### config.mk
export PLATFORM = sky130hd
export DESIGN_NAME = ext_status_irq
export DESIGN_NICKNAME = d
export VERILOG_FILES = /design/src/rtl/estat_pkg.sv /design/src/rtl/estat_sync.sv /design/src/rtl/estat_edge.sv /design/src/rtl/estat_ctrl.sv /design/src/rtl/ext_status_irq.sv
export SDC_FILE = /design/constraint.sdc
export NUM_CORES = 1
export LEC_CHECK = 0
export BUFFER_PORTS_ARGS = -buffer_cell sky130_fd_sc_hd__buf_4
export CAP_MARGIN = 15
export CORE_ASPECT_RATIO = 0.7
export CORE_MARGIN = 3
export CORE_UTILIZATION = 54
export DETAILED_ROUTE_END_ITERATION = 8
export PLACE_DENSITY = 0.81
export SKIP_LAST_GASP = 1
export SLEW_MARGIN = 0
export SYNTH_ARGS = -nofsm -noshare
export SYNTH_HDL_FRONTEND = slang
export SYNTH_HIERARCHICAL = 1
export SYNTH_SLANG_ARGS = --single-unit
### constraint.sdc
create_clock -name clk -period 2.25 [get_ports clk]
set_input_delay 0.225 -clock clk [delete_from_list [all_inputs] [get_ports clk]]
set_output_delay 0.225 -clock clk [all_outputs]
set_load 0.05 [all_outputs]
### src/rtl/estat_pkg.sv
package estat_pkg;

    typedef enum logic [1:0] {
        MODE_ASYNC = 2'b00,
        MODE_SDLC  = 2'b01,
        MODE_LOOP  = 2'b10,
        MODE_NONE  = 2'b11
    } line_mode_e;

    typedef enum logic [1:0] {
        ST_WARM  = 2'b00,
        ST_WATCH = 2'b01,
        ST_HELD  = 2'b10
    } ctl_state_e;

    localparam int NSRC     = 8;
    localparam int NPIN     = 3;
    localparam int NFLAG    = NSRC - NPIN;
    localparam int SRC_CTS  = 0;
    localparam int SRC_DCD  = 1;
    localparam int SRC_SYNC = 2;
    localparam int SRC_BRK  = 3;
    localparam int SRC_ABT  = 4;
    localparam int SRC_EOP  = 5;
    localparam int SRC_UND  = 6;
    localparam int SRC_BRGZ = 7;

    // sources that raise on both edges (pins and level-type flags)
    localparam logic [NSRC-1:0] BOTH_EDGE = 8'b0011_1111;

    function automatic logic [NSRC-1:0] mode_valid(input line_mode_e m);
        logic [NSRC-1:0] v;
        v = '1;
        v[SRC_BRK] = (m == MODE_ASYNC);
        v[SRC_ABT] = (m == MODE_SDLC);
        v[SRC_EOP] = (m == MODE_LOOP);
        return v;
    endfunction

endpackage

### src/rtl/estat_sync.sv
module estat_sync #(
    parameter int WIDTH  = 1,
    parameter int STAGES = 2
) (
    input  logic             clk,
    input  logic             rst_n,
    input  logic [WIDTH-1:0] d_i,
    output logic [WIDTH-1:0] q_o
);
    logic [WIDTH-1:0] chain_q [STAGES];

    always_ff @(posedge clk or negedge rst_n) begin
        if (!rst_n) chain_q[0] <= '0;
        else        chain_q[0] <= d_i;
    end

    generate
        for (genvar g = 1; g < STAGES; g++) begin : g_stage
            always_ff @(posedge clk or negedge rst_n) begin
                if (!rst_n) chain_q[g] <= '0;
                else        chain_q[g] <= chain_q[g-1];
            end
        end
    endgenerate

    assign q_o = chain_q[STAGES-1];
endmodule

### src/rtl/estat_edge.sv
module estat_edge
    import estat_pkg::*;
#(
    parameter int N = NSRC
) (
    input  logic         clk,
    input  logic         rst_n,
    input  logic [N-1:0] lvl_i,
    input  line_mode_e   mode_i,
    input  logic [N-1:0] en_i,
    output logic [N-1:0] evt_o
);
    logic [N-1:0] prev_q;
    logic [N-1:0] valid;

    always_ff @(posedge clk or negedge rst_n) begin
        if (!rst_n) prev_q <= '0;
        else        prev_q <= lvl_i;
    end

    always_comb valid = mode_valid(mode_i);

    generate
        for (genvar i = 0; i < N; i++) begin : g_src
            if (BOTH_EDGE[i]) begin : g_both
                assign evt_o[i] = en_i[i] & valid[i] & (lvl_i[i] ^ prev_q[i]);
            end else begin : g_rise
                assign evt_o[i] = en_i[i] & valid[i] & lvl_i[i] & ~prev_q[i];
            end
        end
    endgenerate
endmodule

### src/rtl/estat_ctrl.sv
module estat_ctrl
    import estat_pkg::*;
#(
    parameter int N           = NSRC,
    parameter int WARM_CYCLES = 3
) (
    input  logic         clk,
    input  logic         rst_n,
    input  logic [N-1:0] evt_i,
    input  logic [N-1:0] live_i,
    input  logic         clr_i,
    output logic         irq_o,
    output logic [N-1:0] stat_o
);
    localparam int CW = $clog2(WARM_CYCLES + 1);

    ctl_state_e    state_q, state_d;
    logic [CW-1:0] warm_q;
    logic          warm_done;
    logic          evt_any;
    logic [N-1:0]  stat_q;

    assign evt_any   = |evt_i;
    assign warm_done = (warm_q == CW'(WARM_CYCLES - 1));

    // state register
    always_ff @(posedge clk or negedge rst_n) begin
        if (!rst_n) state_q <= ST_WARM;
        else        state_q <= state_d;
    end

    always_ff @(posedge clk or negedge rst_n) begin
        if (!rst_n)                   warm_q <= '0;
        else if (state_q == ST_WARM)  warm_q <= warm_q + CW'(1);
    end

    // next state
    always_comb begin
        state_d = state_q;
        unique case (state_q)
            ST_WARM:  if (warm_done) state_d = ST_WATCH;
            ST_WATCH: if (evt_any)   state_d = ST_HELD;
            ST_HELD:  if (clr_i)     state_d = evt_any ? ST_HELD : ST_WATCH;
            default:                 state_d = ST_WARM;
        endcase
    end

    // status capture
    always_ff @(posedge clk or negedge rst_n) begin
        if (!rst_n)                               stat_q <= '0;
        else if (!(state_q == ST_HELD && !clr_i)) stat_q <= live_i;
    end

    // outputs
    always_comb begin
        irq_o  = (state_q == ST_HELD);
        stat_o = stat_q;
    end

    assert_hold_irq_R10: assert property (@(posedge clk) disable iff (!rst_n)
        (irq_o && !clr_i) |=> irq_o);
    assert_stat_frozen_R9: assert property (@(posedge clk) disable iff (!rst_n)
        (irq_o && !clr_i) |=> $stable(stat_o));
    assert_clear_drops_R10: assert property (@(posedge clk) disable iff (!rst_n)
        (irq_o && clr_i && !evt_any) |=> !irq_o);
    assert_coincide_keeps_R11: assert property (@(posedge clk) disable iff (!rst_n)
        (irq_o && clr_i && evt_any) |=> irq_o);
    assert_rise_needs_event_R2: assert property (@(posedge clk) disable iff (!rst_n)
        (!irq_o && !evt_any) |=> !irq_o);
endmodule

### src/rtl/ext_status_irq.sv
module ext_status_irq
    import estat_pkg::*;
#(
    parameter int SYNC_STAGES = 2
) (
    input  logic       clk,
    input  logic       rst_n,
    input  logic       cts_i,
    input  logic       dcd_i,
    input  logic       sync_i,
    input  logic       brk_i,
    input  logic       abort_i,
    input  logic       eop_i,
    input  logic       txund_i,
    input  logic       brgz_i,
    input  logic [1:0] mode_i,
    input  logic [7:0] en_i,
    input  logic       clr_i,
    output logic       irq_o,
    output logic [7:0] stat_o
);
    localparam int WARM = SYNC_STAGES + 1;

    logic [NPIN-1:0]  pins_q;
    logic [NFLAG-1:0] flags_q;
    logic [NSRC-1:0]  lvl;
    logic [NSRC-1:0]  evt;
    line_mode_e       mode;

    assign mode = line_mode_e'(mode_i);

    estat_sync #(.WIDTH(NPIN), .STAGES(SYNC_STAGES)) u_pin_sync (
        .clk  (clk),
        .rst_n(rst_n),
        .d_i  ({sync_i, dcd_i, cts_i}),
        .q_o  (pins_q)
    );

    estat_sync #(.WIDTH(NFLAG), .STAGES(1)) u_flag_reg (
        .clk  (clk),
        .rst_n(rst_n),
        .d_i  ({brgz_i, txund_i, eop_i, abort_i, brk_i}),
        .q_o  (flags_q)
    );

    assign lvl = {flags_q, pins_q};

    estat_edge #(.N(NSRC)) u_edge (
        .clk   (clk),
        .rst_n (rst_n),
        .lvl_i (lvl),
        .mode_i(mode),
        .en_i  (en_i),
        .evt_o (evt)
    );

    estat_ctrl #(.N(NSRC), .WARM_CYCLES(WARM)) u_ctrl (
        .clk   (clk),
        .rst_n (rst_n),
        .evt_i (evt),
        .live_i(lvl),
        .clr_i (clr_i),
        .irq_o (irq_o),
        .stat_o(stat_o)
    );

    assert_rise_needs_enable_R8: assert property (@(posedge clk) disable iff (!rst_n)
        $rose(irq_o) |-> $past(|en_i));
    assert_reset_quiet_R1: assert property (@(posedge clk)
        !rst_n |-> (!irq_o && stat_o == '0));
endmodule

* Yosys cells after proc, flatten, opt, wreduce, memory -nomap -nowiden
Index checks and enable logic that the tools add are counted.
** Cells by class
- Add/sub/neg operators :: 1
- Equal/unequal tests :: 8
- Reduce and logical (&&, ||, !) cells :: 6
- Bitwise operators :: 21
- Muxes and demuxes :: 5
** Operator list (number)
- 1-bit bitwise AND :: 13
- 2-bit 2-to-1 mux :: 4
- 8-bit OR reduction :: 1
- 2-bit == test (second input constant) :: 3
- 2-bit one-hot mux with 3 select lines :: 1
- 1-bit bitwise XOR :: 6
- 2-bit by 1-bit == test with 1-bit output (second input constant) :: 2
- 2-bit zero test :: 2
- 2-bit by 1-bit inequality test with 1-bit output (second input constant) :: 2
- 3-bit AND reduction :: 1
- 2-bit by 1-bit adder with 2-bit output (second input constant) :: 1
- 2-bit inequality test (second input constant) :: 1
- 1-bit inverter :: 2
- 1-bit logical AND :: 1
- 1-bit zero test :: 1
** Storage, ports and cells
- Bits in registers :: 31
- Bits of input ports :: 21

* Logic depth before layout (Yosys ltp)
Gate-level depths: netlist of run 1.
- Depth after elaboration :: 7
- Depth in mapped cells :: 6
- Gate-level depth less buffers :: 5

* Modules after synthesis
The synthesis of run 1 kept the hierarchy.
** By module, submodules not included
- estat_ctrl :: instances 1, cells each 38, area each 569.3 um^2
- estat_edge :: instances 1, cells each 26, area each 319.1 um^2
- estat_sync at u_pin_sync :: instances 1, cells each 9, area each 172.7 um^2
- estat_sync at u_flag_reg :: instances 1, cells each 5, area each 125.1 um^2

* Worst setup path before layout of run 1
Ideal clock, no wire load.
- Kind :: register to register
- Start point :: register u_pin_sync.chain_q (netlist bit u_pin_sync/q_o[1])
- End point :: register u_ctrl.state_q[1]
- Path buffers :: 1
- Library setup time :: 0.118 ns
- Data required time :: 2.132 ns
- Path slack :: 0.756 ns
- Arrival :: 1.376 ns
- Cell stages (with the launch flop) :: 7
- Clock period less this slack :: 1.494 ns
- Cell sequence :: dfrtp_1 -> buf_4 -> xor2_1 -> and2_1 -> nor4_2 -> nand3_1 -> a21o_1
** On the way
- Cells in the longest elaborated chain, start to end :: 6
- Elaborated cells on any way between the ends :: 8
- Those cells by class :: 1 x eq/ne; 3 x mux; 2 x bitwise; 2 x reduce/logical
** RTL lines
- start: declaration :: line estat_sync.sv:10 : logic [WIDTH-1:0] chain_q [STAGES];
- start signal: indexed assignment :: line estat_sync.sv:21 : else chain_q[g] <= chain_q[g-1];
- 1-bit bitwise XOR (*) :: line estat_edge.sv:26 : assign evt_o[i] = en_i[i] & valid[i] & (lvl_i[i] ^ prev_q[i]);
- 1-bit bitwise AND (*) :: line estat_edge.sv:26
- net evt[1] :: line ext_status_irq.sv:27 : logic [NSRC-1:0] evt;
- 8-bit OR reduction (*) :: line estat_ctrl.sv:23 : assign evt_any = |evt_i;
- 2-bit 2-to-1 mux (2 in series) :: line estat_ctrl.sv:43 : ST_HELD: if (clr_i) state_d = evt_any ? ST_HELD : ST_WATCH;
- 2-bit one-hot mux with 3 select lines :: line estat_ctrl.sv:40 : unique case (state_q)
- end signal: assignment :: line estat_ctrl.sv:29 : else state_q <= state_d;
- end: declaration :: line estat_ctrl.sv:17 : ctl_state_e state_q, state_d;
Mark *: on every way through the listed nets, which the timed path passes. The rest lies on a longest branch. The select of a mux whose other input is x is not followed.
A chain may end at the register's enable or synchronous reset.

* Worst setup path after layout of run 1
Same ends and word-level chain as after synthesis.

==> metrics.txt, run 1 <==
RSZ-0062 raised after global routing=false; post-DP HPWL=about 1500 um; setup TNS=0 ps; Reg-to-Reg Start=u_pin_sync/q_o[1]; hold worst-path end=u_ctrl/state_q[0]; Post-Syn Area=1186 um^2; Num Clock Sinks=31; GP Congestion=approximately 0.75; R2R Setup Slk=680 ps; share of cells above drive strength 1=a little over two fifths; initial antenna violation count=0; root buf cell=clkbuf_4; Clk pin slew, worst setup/hold paths=approximately 90 ps; Cell Pwr Density=998.5 nW/um^2; Synth area leaders=dfrtp_1 65%, mux2_4 10%, xnor2_1 3.0%; CP arrival=between 1500 and 2000 ps; Worst Hold Depth=3; syn_nets=100; GRT Total Usage=a little under a fifth; Async S/R FF share, synth=100.0%; CP Data Required Time=approximately 2500 ps; CP max FO=3; CTS max path bufs=2; Detailed Route WL=roughly 2200 um; min-delay src=clr_i; Avg Inst Size Synth=15.21 um^2; # IOs=30; CTS Buf Count=5; final net count=approximately 140; top_reg_cell synth=dfrtp_1; grt total ovfl=0; DR DRC count=0; post-synthesis cell count=roughly 80; post-synth top area cell=dfrtp_1; final hold violations=0; number of synthesized flops with an enable pin=0; Worst Reg-to-Reg Cells=5; vias in the first global route=approximately 800; status=finished, final reports clean; crit end category=flip-flop; n_diodes=0; Die H=about 45 um; Hold/Removal Path Class=in -> reg; crit start category=flip-flop; Worst Skew=about 4 ps; I/O Buffers=29; sequential-to-total area share from yosys stat=65.40%; Power Total=1.593 mW; post-detailed-route count of antenna-violating nets=0; Die Area=between 2000 and 3000 um^2; Setup violations, final=0; post-layout min period=1567 ps; TritonCTS clock tree=done; Yosys reg bits=31; row count=13; first-pass GRT wire length=approximately 3400 um; Initial Util=between 60% and 70%; Synth cell types=24; fin util=between 80% and 90%; DIE WIDTH=about 62 um; Max VDD drop=between 0.6 and 0.7 mV; Reg2Reg Capture Point=u_ctrl/state_q[1]; MaxCap Viol Count=0; core area=roughly 2000 um^2; mean number of vias per cell=between 4 and 5; Yosys top cell area share=between 60 and 70%; vias=between 700 and 800; postcts setup bufs=0; Slew Viols, Final=0; Slew @ Worst Pin=382.4 ps; Area growth syn-to-layout=34.49%; P_leak=roughly 0.76 nW; number of synthesis warnings=6; Clk Latency, worst-skew pair=between 300 and 400 ps; Final Cycle Share=69.66%; H-tree Lvls=2; f_max=around 640 MHz; pin count of the biggest net entering global routing=32; drt first pass iters=4; DR iter-0 viols=22; Avg WL per Cell=14.32 um; Crit Path Category=reg -> reg; Max-slew headroom=around 75%
-- what timing repair did --
item / in CTS / in global routing
hold buffers: 9 / 0
endpoints found under the hold margin: 39 / 0
gates resized for setup: 0 / 0
-- report_power, final --
part	leakage [nW]	internal (mW)	switching (mW)
sequential	0.364	0.634	0.0556
clock	0.0482	0.262	0.184
combinational	0.351	0.203	0.254
total	0.764	1.10	0.494
-- critical path: stages, from the launching register on --
cell and delay, ps:
dfrtp_1 410, xor2_1 140, and2_1 160, nor4_2 390
nand3_1 160, a21o_1 200
-- metal layers --
| metal | up-vias | global-route usage (%) | share of wire, % |
|---|---|---|---|
| li1 | 347 | - | - |
| met1 | 368 | 19.51 | 40 |
| met2 | 27 | 29.55 | 51 |
| met3 | 4 | 10.00 | 7.4 |
| met4 | 0 | 10.59 | 1.6 |
| met5 | - | 0 | 0 |
-- synthesized netlist by cell type, drive strengths merged, types with 2 or more instances --
cell type and instances:
buf 3, xor2 3, and2 3, nor3 2
xnor2 4, nor4 2, nand2 4, nor2 4
inv 2, mux2 8, dfrtp 31
-- cells in the final DEF, fill, tap and decap left out, types with 2 or more instances in the layout --
cell and instances:
dfrtp_1 31, buf_4 29, dlygate4sd3_1 9, mux2_4 8, clkbuf_4 5, xnor2_1 4
nand2_1 4, nor2_1 3, xor2_1 3, and2_1 3, inv_1 2, nor4_2 2
nor3_1 2
-- flip-flops by register name (all words and copies together), names as in the netlist --
signal              cells
u_ctrl/stat_o           8
u_ctrl/warm_q           2
u_pin_sync/q_o          3
u_ctrl/state_q          2
u_edge/prev_q           8
u_pin_sync/chain_q      3
u_flag_reg/q_o          5
-- kinds of logic after synthesis --
group / synth area share (%)
flops: 65.40
simple gates: 12.55
mux: 10.13
xor+xnor: 5.169
compound gates: 3.165
buf+inv: 2.532
fa+ha+maj: 1.055
-- layout make-up --
cell class	instances	area [um^2]
sequential	31	775.7
clock buffer	6	51.30
tap	30	37.54
inverter	2	7.507
fill	118	372.9
clock inverter	2	35.03
timing repair buffer	38	307.8
multi-input combinational	42	380.4
-- per-stage QoR --
stage / setup slack, ps / cell area [um^2] / hold slack [ps] / std cells
4_1_cts: 675.6 / 1595 / 219.7 / 151
6_report: 682.6 / 1595 / 241.8 / 151
2_1_floorplan: 756.4 / 1186 / -70.59 / 78
3_5_place_dp: 694.6 / 1419 / 169.1 / 134
5_1_grt: 611.4 / 1595 / 232.6 / 151
3_3_place_gp: 801.7 / 1419 / 166.4 / 134
-- worst max-delay path by stage --
stage / from / to / slack [ps] / cells after the start
6_report: u_pin_sync/q_o[1] / u_ctrl/state_q[1] / 680 / 5
5_1_grt: u_pin_sync/q_o[0] / u_ctrl/state_q[1] / 610 / 5
4_1_cts: u_pin_sync/q_o[0] / u_ctrl/state_q[1] / 680 / 5
3_5_place_dp: u_pin_sync/q_o[0] / u_ctrl/state_q[1] / 690 / 5
3_3_place_gp: u_pin_sync/q_o[1] / u_ctrl/state_q[1] / 800 / 5
2_1_floorplan: u_pin_sync/q_o[1] / u_ctrl/state_q[1] / 760 / 6
Note: power is estimated with default switching activity, not from simulation.
==> inputs of run 2 (changes only) <==
- ABC_AREA: default -> 1
- CORE_UTILIZATION: 54 -> 46
- PLACE_DENSITY: 0.81 -> 0.73
- clock period: 2.25 -> 1.28 ns (I/O delays scaled with it)
==> metrics.txt, run 2 <==
status=finished, final reports clean; slowest stage cell, crit path=dfrtp_1; Clk Latency, worst-skew pair=280 ps; Detailed Route WL=between 2000 and 2500 um; Max VDD drop=~0.99 mV; Max-slew headroom=between 70% and 80%; pre-CTS setup slack=approximately 130 ps; Post-Syn Area=roughly 1200 um^2; number of synthesis warnings=6; Num Clock Sinks=31; crit end category=primary output; setup TNS=0 ps; # IOs=30; GP Congestion=about 0.73; Synth top cells by count=38 x nand2_1, 31 x dfrtp_1, 17 x nor2_1; commonest non-fill, non-tap cell in the layout=nand2_1; TritonCTS clock tree=done; DR iter-0 viols=56; Die H=around 49 um; design area=approximately 1700 um^2; Clk pin slew, worst setup/hold paths=about 70 ps; drt first pass iters=4; Crit Path Category=reg -> out; Worst Reg-to-Reg Cells=8; root buf cell=clkbuf_8; Reg-to-Reg Start=u_ctrl/state_q[1]; mean number of vias per cell=4.488; MaxCap Viol Count=0; CTS max path bufs=2; Cell Pwr Density=about 1900 nW/um^2; pin count of the biggest net entering global routing=32; most common cell in the synthesized netlist=nand2_1; core area=2515 um^2; Area growth syn-to-layout=37.71%; n_diodes=0; CTS Buf Count=5; post-detailed-route count of antenna-violating nets=0; commonest cells after routing, fill and taps aside=38 x nand2_1, 31 x buf_4, 31 x dfrtp_1; final hold violations=0; f_max=between 800 and 900 MHz; post-layout min period=around 1200 ps; syn_nets=about 150; Synth cell types=18; Yosys top cell area share=~63%; Hold/Removal Path Class=in -> reg; Avg WL per Cell=~11 um; grt total ovfl=0; post-DP HPWL=about 1600 um; H-tree Lvls=2; Post-DP Area=~1500 um^2; Worst Skew=roughly 6.1 ps; hold worst-path end=u_ctrl/stat_o[6]; fillers=193; Final WS setup=72.71 ps; Synth area leaders=dfrtp_1 63%, nand2_1 12%, nor2_1 5.2%; Final Cycle Share=94.32%; crit path buf inv count=2; Avg Inst Size Synth=9.744 um^2; RSZ-0062 raised after global routing=true; P_leak=just over 0.9 nW; Yosys reg bits=31; row count=15; initial antenna violation count=0; Slew Viols, Final=0; first-pass GRT wire length=approximately 3900 um; R2R Setup Slk=approximately 100 ps; sequential-to-total area share from yosys stat=a little over three fifths; Die Area=approximately 3400 um^2; CP delay by family, top=flip-flops; fin util=67.76%; final net count=between 150 and 200; crit start category=flip-flop; vias=between 900 and 1000; I/O Buffers=29; DIE WIDTH=67.99 um; min-delay src=clr_i; Initial Util=49.20%; Reg2Reg Capture Point=u_ctrl/state_q[0]; share of cells above drive strength 1=around 28%; post-synthesis cell count=between 100 and 150; Setup violations, final=0; CP Data Required Time=~1200 ps; CP max FO=4; post-synth top area cell=dfrtp_1; peak per-stage delay on the critical path=~430 ps; number of synthesized flops with an enable pin=0; GRT Total Usage=about 17%; Slew @ Worst Pin=~380 ps; Async S/R FF share, synth=100.0%; top_reg_cell synth=dfrtp_1; DR DRC count=0; Worst Hold Depth=4; CP arrival=1080 ps; CP Cell Sequence=inv_2 -> nor2_8 -> buf_6; vias in the first global route=879
[run 2: cell count changes in the layout (fill, tap and decap cells not counted), moves of 5 or more]
cell | before | now
clkbuf_4 | 5 | 0
nor2_1 | 3 | 17
inv_1 | 2 | 13
mux2_4 | 8 | 0
nand2_1 | 4 | 38
nand3_1 | 1 | 10
[run 2: per-layer routing]
| layer | vias to the layer above | routed length [um] | global-route usage, % |
|---|---|---|---|
| met5 | - | 0 | 0 |
| met4 | 0 | 25 | 3.960 |
| met3 | 2 | 166 | 8.986 |
| met2 | 31 | 1030 | 23.52 |
| met1 | 424 | 1113 | 21.92 |
| li1 | 472 | - | - |
[run 2: worst register-to-register path, cell delays in order, from the launching register on]
cell,delay [ps]
dfrtp_1,430
inv_2,90
nor2_8,130
buf_4,160
nand2_8,90
nand2_2,70
inv_1,30
nand2_1,70
nor2_2,30
[run 2: cell type report]
cell class	instances	area (um^2)	area share, %
clock buffers	5	68.82	4.038
clock inverters	3	43.79	2.570
inverters	15	56.30	3.304
multi-input cells	78	382.9	22.47
flip-flops and latches	31	775.7	45.52
well taps	34	42.54	2.496
repair buffers	41	334.1	19.60
[run 2: repair_timing]
action | in CTS | in global routing
hold endpoints to repair | 39 | 0
setup buffers | 3 | 0
setup endpoints to repair | 1 | 2
pin swaps | 1 | 1
resized for setup | 1 | 0
hold buffers | 9 | 0
[run 2: kinds of logic after synthesis]
group	after synthesis	share of synthesized area (%)
buf+inv	18	6.370
fa+ha+maj	1	1.011
flops	31	62.69
compound gates	4	2.123
xor+xnor	2	1.416
simple gates	71	26.39
[run 2: power breakdown]
group          total [mW]  internal [mW]  switching (mW)
clock               0.939          0.578           0.361
combinational       0.995          0.388           0.607
sequential           1.25           1.12           0.124
total                3.18           2.09            1.09
[run 2: worst max path at each step]
stage | start | endpoint | slack, ps | cells after the start
2_1_floorplan | u_ctrl/state_q[0] | u_ctrl/state_q[0] | 100 | 6
3_3_place_gp | u_ctrl/state_q[0] | u_ctrl/state_q[0] | 150 | 6
3_5_place_dp | u_flag_reg/q_o[0] | u_ctrl/state_q[1] | 130 | 8
4_1_cts | u_ctrl/state_q[1] | irq_o | 60 | 3
5_1_grt | u_flag_reg/q_o[0] | u_ctrl/state_q[1] | -20 | 8
6_report | u_ctrl/state_q[1] | irq_o | 70 | 3
[run 2: stage by stage]
| step | std cells | total power, mW | hold slack [ps] |
|---|---|---|---|
| 5_1_grt | 207 | 3.383 | 223.6 |
| 2_1_floorplan | 127 | 1.909 | -167.6 |
| 3_3_place_gp | 187 | 2.138 | 78.18 |
| 4_1_cts | 207 | 3.214 | 209.5 |
| 6_report | 207 | 3.182 | 214.2 |
| 3_5_place_dp | 187 | 2.168 | 79.16 |
